[src/rtl/mas_pkg.sv]
package mas_pkg;
  typedef enum logic {
    MUL_SRC_EXT = 1'b0,
    MUL_SRC_FB  = 1'b1
  } mul_src_e;

  typedef enum logic {
    ADDA_PROD = 1'b0,
    ADDA_EXT  = 1'b1
  } add_a_src_e;

  typedef enum logic [1:0] {
    ADDB_C    = 2'd0,
    ADDB_D    = 2'd1,
    ADDB_ZERO = 2'd2,
    ADDB_PREV = 2'd3
  } add_b_src_e;
endpackage

[src/rtl/mas_seq.sv]
module mas_seq #(
  parameter int unsigned DEPTH  = 8,
  parameter int unsigned WORD_W = 7,
  localparam int unsigned PA_W  = $clog2(DEPTH)
) (
  input  logic              clk_i,
  input  logic              rst_ni,
  input  logic              prog_we_i,
  input  logic [PA_W-1:0]   prog_addr_i,
  input  logic [WORD_W-1:0] prog_data_i,
  input  logic              start_i,
  input  logic [PA_W-1:0]   last_idx_i,
  output logic              issue_o,
  output logic              issue_last_o,
  output logic [WORD_W-1:0] word_o,
  output logic              busy_o,
  output logic              done_o
);
  logic [WORD_W-1:0] table_w [DEPTH];
  logic              busy_q;
  logic [PA_W-1:0]   pc_q, last_q;
  logic [1:0]        done_q;

  for (genvar g = 0; g < DEPTH; g++) begin : g_prog
    logic [WORD_W-1:0] ent_q;
    always_ff @(posedge clk_i or negedge rst_ni) begin
      if (!rst_ni)                                              ent_q <= '0;
      else if (prog_we_i && !busy_q && prog_addr_i == PA_W'(g)) ent_q <= prog_data_i;
    end
    assign table_w[g] = ent_q;
  end

  always_ff @(posedge clk_i or negedge rst_ni) begin
    if (!rst_ni) begin
      busy_q <= 1'b0;
      pc_q   <= '0;
      last_q <= '0;
    end else if (busy_q) begin
      if (pc_q == last_q) busy_q <= 1'b0;
      else                pc_q   <= pc_q + PA_W'(1);
    end else if (start_i) begin
      busy_q <= 1'b1;
      pc_q   <= '0;
      last_q <= last_idx_i;
    end
  end

  assign issue_o      = busy_q;
  assign issue_last_o = busy_q && (pc_q == last_q);
  assign word_o       = table_w[pc_q];
  assign busy_o       = busy_q;

  // completion travels with the last step's write
  always_ff @(posedge clk_i or negedge rst_ni) begin
    if (!rst_ni) done_q <= '0;
    else         done_q <= {done_q[0], issue_last_o};
  end
  assign done_o = done_q[1];
endmodule

[src/rtl/mas_dp.sv]
module mas_dp
  import mas_pkg::*;
#(
  parameter int unsigned A_W    = 11,
  parameter int unsigned B_W    = 3,
  parameter int unsigned ACC_W  = 19,
  parameter int unsigned DEST_W = 2,
  localparam int unsigned P_W   = A_W + B_W,
  localparam int unsigned WORD_W = 5 + DEST_W
) (
  input  logic              clk_i,
  input  logic              rst_ni,
  input  logic              issue_i,
  input  logic [WORD_W-1:0] word_i,
  input  logic [A_W-1:0]    mul_a_i,
  input  logic [B_W-1:0]    mul_b_i,
  input  logic [ACC_W-1:0]  add_c_i,
  input  logic [ACC_W-1:0]  add_d_i,
  output logic              wr_en_o,
  output logic [DEST_W-1:0] wr_idx_o,
  output logic [ACC_W-1:0]  wr_data_o,
  output logic [A_W-1:0]    mul_a_q_o,
  output logic [P_W-1:0]    product_o
);
  mul_src_e    sel_ma, sel_mb;
  add_a_src_e  sel_aa;
  add_b_src_e  sel_ab;

  assign sel_ma = mul_src_e'(word_i[DEST_W+4]);
  assign sel_mb = mul_src_e'(word_i[DEST_W+3]);
  assign sel_aa = add_a_src_e'(word_i[DEST_W+2]);
  assign sel_ab = add_b_src_e'(word_i[DEST_W+1:DEST_W]);

  // stage 1: multiplier operands plus delayed adder/dest selects
  logic [A_W-1:0]    mul_a_q;
  logic [B_W-1:0]    mul_b_q;
  logic              v1_q;
  add_a_src_e        aa1_q;
  add_b_src_e        ab1_q;
  logic [DEST_W-1:0] dst1_q;
  logic [P_W-1:0]    product;

  assign product = P_W'(mul_a_q) * P_W'(mul_b_q);

  always_ff @(posedge clk_i or negedge rst_ni) begin
    if (!rst_ni) begin
      mul_a_q <= '0;
      mul_b_q <= '0;
      v1_q    <= 1'b0;
      aa1_q   <= ADDA_PROD;
      ab1_q   <= ADDB_C;
      dst1_q  <= '0;
    end else begin
      v1_q <= issue_i;
      if (issue_i) begin
        mul_a_q <= (sel_ma == MUL_SRC_FB) ? product[A_W-1:0] : mul_a_i;
        mul_b_q <= (sel_mb == MUL_SRC_FB) ? product[B_W-1:0] : mul_b_i;
        aa1_q   <= sel_aa;
        ab1_q   <= sel_ab;
        dst1_q  <= word_i[DEST_W-1:0];
      end
    end
  end

  // stage 2: adder operands plus dest select delayed once more
  logic [ACC_W-1:0]  add_a_q, add_b_q, sum;
  logic              v2_q;
  logic [DEST_W-1:0] dst2_q;
  logic [ACC_W-1:0]  nxt_a, nxt_b;

  assign sum = add_a_q + add_b_q;

  always_comb begin
    nxt_a = (aa1_q == ADDA_EXT) ? add_c_i : ACC_W'(product);
    unique case (ab1_q)
      ADDB_C:    nxt_b = add_c_i;
      ADDB_D:    nxt_b = add_d_i;
      ADDB_ZERO: nxt_b = '0;
      default:   nxt_b = sum;
    endcase
  end

  always_ff @(posedge clk_i or negedge rst_ni) begin
    if (!rst_ni) begin
      add_a_q <= '0;
      add_b_q <= '0;
      v2_q    <= 1'b0;
      dst2_q  <= '0;
    end else begin
      v2_q <= v1_q;
      if (v1_q) begin
        add_a_q <= nxt_a;
        add_b_q <= nxt_b;
        dst2_q  <= dst1_q;
      end
    end
  end

  assign wr_en_o   = v2_q;
  assign wr_idx_o  = dst2_q;
  assign wr_data_o = sum;
  assign mul_a_q_o = mul_a_q;
  assign product_o = product;
endmodule

[src/rtl/mas_bank.sv]
module mas_bank #(
  parameter int unsigned ENTRIES = 4,
  parameter int unsigned W       = 19,
  localparam int unsigned IDX_W  = $clog2(ENTRIES)
) (
  input  logic             clk_i,
  input  logic             rst_ni,
  input  logic             we_i,
  input  logic [IDX_W-1:0] idx_i,
  input  logic [W-1:0]     data_i,
  input  logic [IDX_W-1:0] rd_addr_i,
  output logic [W-1:0]     rd_data_o
);
  logic [W-1:0] ent_w [ENTRIES];

  for (genvar g = 0; g < ENTRIES; g++) begin : g_ent
    logic [W-1:0] val_q;
    always_ff @(posedge clk_i or negedge rst_ni) begin
      if (!rst_ni)                              val_q <= '0;
      else if (we_i && idx_i == IDX_W'(g))      val_q <= data_i;
    end
    assign ent_w[g] = val_q;
  end

  assign rd_data_o = ent_w[rd_addr_i];
endmodule

[src/rtl/mas_pipe.sv]
module mas_pipe #(
  parameter int unsigned MUL_A_W    = 11,
  parameter int unsigned MUL_B_W    = 3,
  parameter int unsigned ACC_W      = 19,
  parameter int unsigned NUM_REGS   = 4,
  parameter int unsigned PROG_DEPTH = 8,
  localparam int unsigned DEST_W    = $clog2(NUM_REGS),
  localparam int unsigned PA_W      = $clog2(PROG_DEPTH),
  localparam int unsigned WORD_W    = 5 + DEST_W,
  localparam int unsigned P_W       = MUL_A_W + MUL_B_W
) (
  input  logic              clk_i,
  input  logic              rst_ni,
  input  logic              prog_we_i,
  input  logic [PA_W-1:0]   prog_addr_i,
  input  logic [WORD_W-1:0] prog_data_i,
  input  logic              start_i,
  input  logic [PA_W-1:0]   last_idx_i,
  input  logic [MUL_A_W-1:0] mul_a_i,
  input  logic [MUL_B_W-1:0] mul_b_i,
  input  logic [ACC_W-1:0]  add_c_i,
  input  logic [ACC_W-1:0]  add_d_i,
  input  logic [DEST_W-1:0] rd_addr_i,
  output logic [ACC_W-1:0]  rd_data_o,
  output logic              busy_o,
  output logic              done_o
);
  logic              issue, issue_last;
  logic [WORD_W-1:0] word;
  logic              wr_en;
  logic [DEST_W-1:0] wr_idx;
  logic [ACC_W-1:0]  wr_data;
  logic [MUL_A_W-1:0] mul_a_q;
  logic [P_W-1:0]    product;

  mas_seq #(.DEPTH(PROG_DEPTH), .WORD_W(WORD_W)) u_seq (
    .clk_i, .rst_ni, .prog_we_i, .prog_addr_i, .prog_data_i,
    .start_i, .last_idx_i,
    .issue_o(issue), .issue_last_o(issue_last), .word_o(word),
    .busy_o, .done_o
  );

  mas_dp #(.A_W(MUL_A_W), .B_W(MUL_B_W), .ACC_W(ACC_W), .DEST_W(DEST_W)) u_dp (
    .clk_i, .rst_ni, .issue_i(issue), .word_i(word),
    .mul_a_i, .mul_b_i, .add_c_i, .add_d_i,
    .wr_en_o(wr_en), .wr_idx_o(wr_idx), .wr_data_o(wr_data),
    .mul_a_q_o(mul_a_q), .product_o(product)
  );

  mas_bank #(.ENTRIES(NUM_REGS), .W(ACC_W)) u_bank (
    .clk_i, .rst_ni, .we_i(wr_en), .idx_i(wr_idx), .data_i(wr_data),
    .rd_addr_i, .rd_data_o
  );
endmodule

[config.mk]
export PLATFORM = sky130hd
export DESIGN_NAME = mas_pipe
export DESIGN_NICKNAME = d
export VERILOG_FILES = /design/src/rtl/mas_pkg.sv /design/src/rtl/mas_seq.sv /design/src/rtl/mas_dp.sv /design/src/rtl/mas_bank.sv /design/src/rtl/mas_pipe.sv
export SDC_FILE = /design/constraint.sdc
export NUM_CORES = 1
export LEC_CHECK = 0
export CAP_MARGIN = 15
export CORE_UTILIZATION = 50
export CTS_CLUSTER_SIZE = 40
export DETAILED_ROUTE_END_ITERATION = 8
export PLACE_DENSITY = 0.82
export RECOVER_POWER = 100
export SLEW_MARGIN = 20
export SYNTH_ARGS = -nofsm -noshare
export SYNTH_HDL_FRONTEND = slang
export SYNTH_SLANG_ARGS = --single-unit
[constraint.sdc]
create_clock -name clk_i -period 3.65 [get_ports clk_i]
set_input_delay 0.5475 -clock clk_i [delete_from_list [all_inputs] [get_ports clk_i]]
set_output_delay 0.5475 -clock clk_i [all_outputs]
set_load 0.05 [all_outputs]
==> parameters.txt <==
Parameter                              Value

Critical path
  Crit path capture type    flop
  Biggest fanout along the worst timing path    5
  Delay of the slowest critical-path stage    0.85 ns
  Worst setup startpoint    u_dp.add_b_q[0]
  List of cells traversed by the critical path    ha_1, fa_1, a211o_1, a21o_1, a21oi_1, o21ai_0, a311oi_1, o31ai_1
  Data arrival, critical path    3.69 ns
  Critical path's slowest cell    a311oi_1
  Data required time at the worst endpoint    3.99 ns
  Critical R2R Launch    u_dp.add_b_q[0]
  Crit Path Category    flop to flop
  Type of element launching the critical path    flop

Clocking
  Buffer depth of the longest clock path    3
  # resized after CTS    0
  Maximum level of the CTS H-tree    1
  Cell at the root of the clock tree    clkbuf_16
  Insertion delay to the later sink of the worst-skew pair    0.52 ns
  Post-CTS setup repair buffer count    0
  CTS tree    done
  Count of hold buffers inserted by post-cts repair    0
  Number of CTS-inserted buffers    23
  Clock-pin transition on the worst setup and hold timing paths    0.06 ns
  Sinks on Clock Net    202

Detailed routing
  Number of routed nets with antenna violations    0
  Routed via count    8,265
  Routed length per instance    18.8 µm
  Number of search-and-repair iterations in the first detailed-routing pass    6
  Number of vias per cell after detailed routing    5.94
  Initial detailed-routing violation count    510
  Number of remaining DRC errors    0
  Routed WL    26.2 mm

STA
  Worst-Margin Slew    2.49 ns
  Final worst-path setup slack    0.302 ns
  Sum of negative setup slack    0 ns
  Final period utilization    91.7%
  Worst slew margin relative to its limit    -66.2%
  Number of max-slew violations in the final report    180
  Maximum frequency from static timing analysis    299 MHz
  Setup violators final    0
  Clock Skew    0.0177 ns
  Post-Route Hold Slack    0.360 ns
  Hold Vio Cnt, Final    0
  Clock period minus final worst setup slack    3.35 ns
  Setup repair after global routing missed its margin    no

Cells and area
  Number of nets at the end of the flow    1,209
  Area overhead of the layout relative to synthesis    13.8%
  Share of cells above drive strength 1    14.9%
  Filler Cells Inserted    1,851
  Area taken by flip-flops and latches    5060 µm²
  Inserted Diodes    0
  Area occupied by multi-input gates    5570 µm²

Status
  Violated checks    max-capacitance violations, max-slew violations
  Status    finished with violations

Yosys
  Fraction of the yosys area taken by sequential cells    45.0%
  Fraction of post-synthesis cell area in the top cell type by area    45.0%
  Synthesis Warnings    0
  Cell count after synthesis    1,026
  Most frequently used flop master after synthesis    dfrtp_1
  Post-synth ARST share    100%
  #FFs+latches synth    202
  Count of flip-flops with a built-in enable after synthesis    0
  Netlist Area Pre-Place    11,200 µm²
  Leading post-synthesis cells by cell area    dfrtp_1 (45%), mux2_2 (7.2%), mux4_2 (6.6%)
  Leading area contributor after synthesis    dfrtp_1
  Count of distinct cell types in the synthesized netlist    81
  Syn Nets    1,140
  Synthesized area per cell    10.9 µm²

Placement
  # port buffers    91
  HPWL after detailed placement    17.9 mm
  Final Wtd Congestion    0.867
  Minimum setup slack after placement    0.475 ns

Global routing
  Largest net degree at the start of global routing    96
  Met2 demand-to-capacity share in global routing    39.4%
  Initial antenna violation count    0
  First-pass GRT wire length    43.2 mm
  Overflow after GRT    0
  GR Util All Layers    22.6%
  GR Util met1    29.1%
  Number of global-route vias before repair    8,549
  Met3 demand-to-capacity share in global routing    2.62%
  Global-route layer with the greatest usage    met2

Floorplan
  Number of top-level design ports    92
  # rows    54
  Core ar.    21,900 µm²
  Die Span Y    152 µm
  Starting density of the core    51.3%
  Die width    152 µm
  Area of the die    23,100 µm²

Worst hold path
  Worst hold start    u_seq.done_q[0]
  Worst min-delay path class    flop to flop

Run
  Number of maximum-capacitance violations    3

Power and ir drop
  Maximum ir drop on the vdd rail    535 µV
  LEAKAGE    5.62 nW
  Total power per unit cell area    1110 nW/µm²
## registers in the layout, indices dropped and copies added, names as in the netlist
signal and count:
u_bank.g_ent.val_q 76, u_dp.aa1_q 1, u_dp.ab1_q 2, u_dp.add_a_q 19, u_dp.add_b_q 19, u_dp.dst1_q 2
u_dp.mul_a_q_o 11, u_dp.mul_b_q 3, u_dp.v1_q 1, u_dp.wr_en_o 1, u_dp.wr_idx_o 2, u_seq.busy_o 1
u_seq.done_q 2, u_seq.g_prog.ent_q 56, u_seq.last_q 3, u_seq.pc_q 3
## Yosys cell counts (5+ instances only)
library cell and n:
fa_1 11, inv_1 39, mux2i_1 34, xor2_1 11
mux4_2 33, dfrtp_1 202, xnor2_1 7, a211o_1 6
a21oi_1 54, nor3_1 13, clkbuf_8 6, o21a_1 12
nand3b_1 5, mux2_2 72, nor2_1 47, nor2b_1 6
clkbuf_1 37, or3_1 5, nand2_1 124, a21o_1 7
buf_2 13, o221ai_1 10, o21ai_1 5, nand2b_1 7
o31ai_1 21, and2_1 9, and3_1 9, ha_1 32
o21ai_0 79, a31oi_1 10, nand3_1 18
## per-stage QoR
stage	utilization, %	cell area [µm²]	instances	power [W]
6_report	58.4	12800	1391	0.0142
5_1_grt	58.4	12800	1391	0.0151
4_1_cts	59.4	13000	1391	0.0145
3_5_place_dp	55.9	12200	1350	0.0120
3_3_place_gp	55.9	12200	1350	0.0116
2_1_floorplan	-	11200	1026	0.0101
## cell type report
class                      count  area share [%]
tap                          280            2.74
clock inverter                 9            1.04
inverter                      40            1.17
sequential                   202            39.6
timing repair buffer         104            6.83
multi-input combinational    724            43.6
clock buffer                  32            5.08
## worst max-delay path: cells and delay by family, from the launching register on
kind	cells	cell delay, ns
compound gates	6	2.01
fa+ha+maj	2	0.78
flops	1	0.40
## cells by family (layout without fill, tap and decap cells)
family,Yosys count,in the layout,share of synthesized area (%)
DFF,202,202,45.0
AOI/OAI and AO/OA,255,255,15.2
buffers and inverters,100,185,4.22
and+or+nand+nor,268,268,11.5
muxes,140,140,17.1
xor gates and xnor gates,18,18,1.40
adders and majority gates,43,43,5.53
## cells in the final DEF, fill, tap and decap left out, types with 29 or more instances in the layout
cell	count
dfrtp_1	201
inv_1	39
o21ai_0	82
a21oi_1	56
clkdlybuf4s50_1	69
nor2_1	47
mux2i_1	35
clkbuf_1	29
mux2_2	72
ha_1	32
nand2_1	124
mux4_2	33
## power breakdown
part	internal [W]	switching [W]	leakage, nW
registers	0.00337	0.000811	2.51
clock network	0.00146	0.000935	0.378
logic	0.00307	0.00452	2.73
## layer usage
layer | up-vias | wire, µm | part of all wire [%]
li1 | 3861 | - | -
met1 | 4132 | 10900 | 42
met2 | 216 | 13400 | 51
met3 | 56 | 968 | 3.7
met4 | 0 | 860 | 3.3
met5 | - | 0 | 0
## final timing paths
kind / endpoint / slack (ns) / cells past startpoint
setup / recovery: u_bank.g_ent[3].val_q[16] / 0.30 / 8
hold reg to reg: u_seq.done_q[1] / 0.36 / 0
max in group asynchronous: u_dp.add_a_q[8] / 0.90 / 2
min in group asynchronous: u_bank.g_ent[0].val_q[15] / 0.75 / 1
setup reg to reg: u_bank.g_ent[3].val_q[16] / 0.30 / 8
hold / removal: u_seq.done_q[1] / 0.36 / 0
No activity file was read; power rests on OpenSTA's default activity.
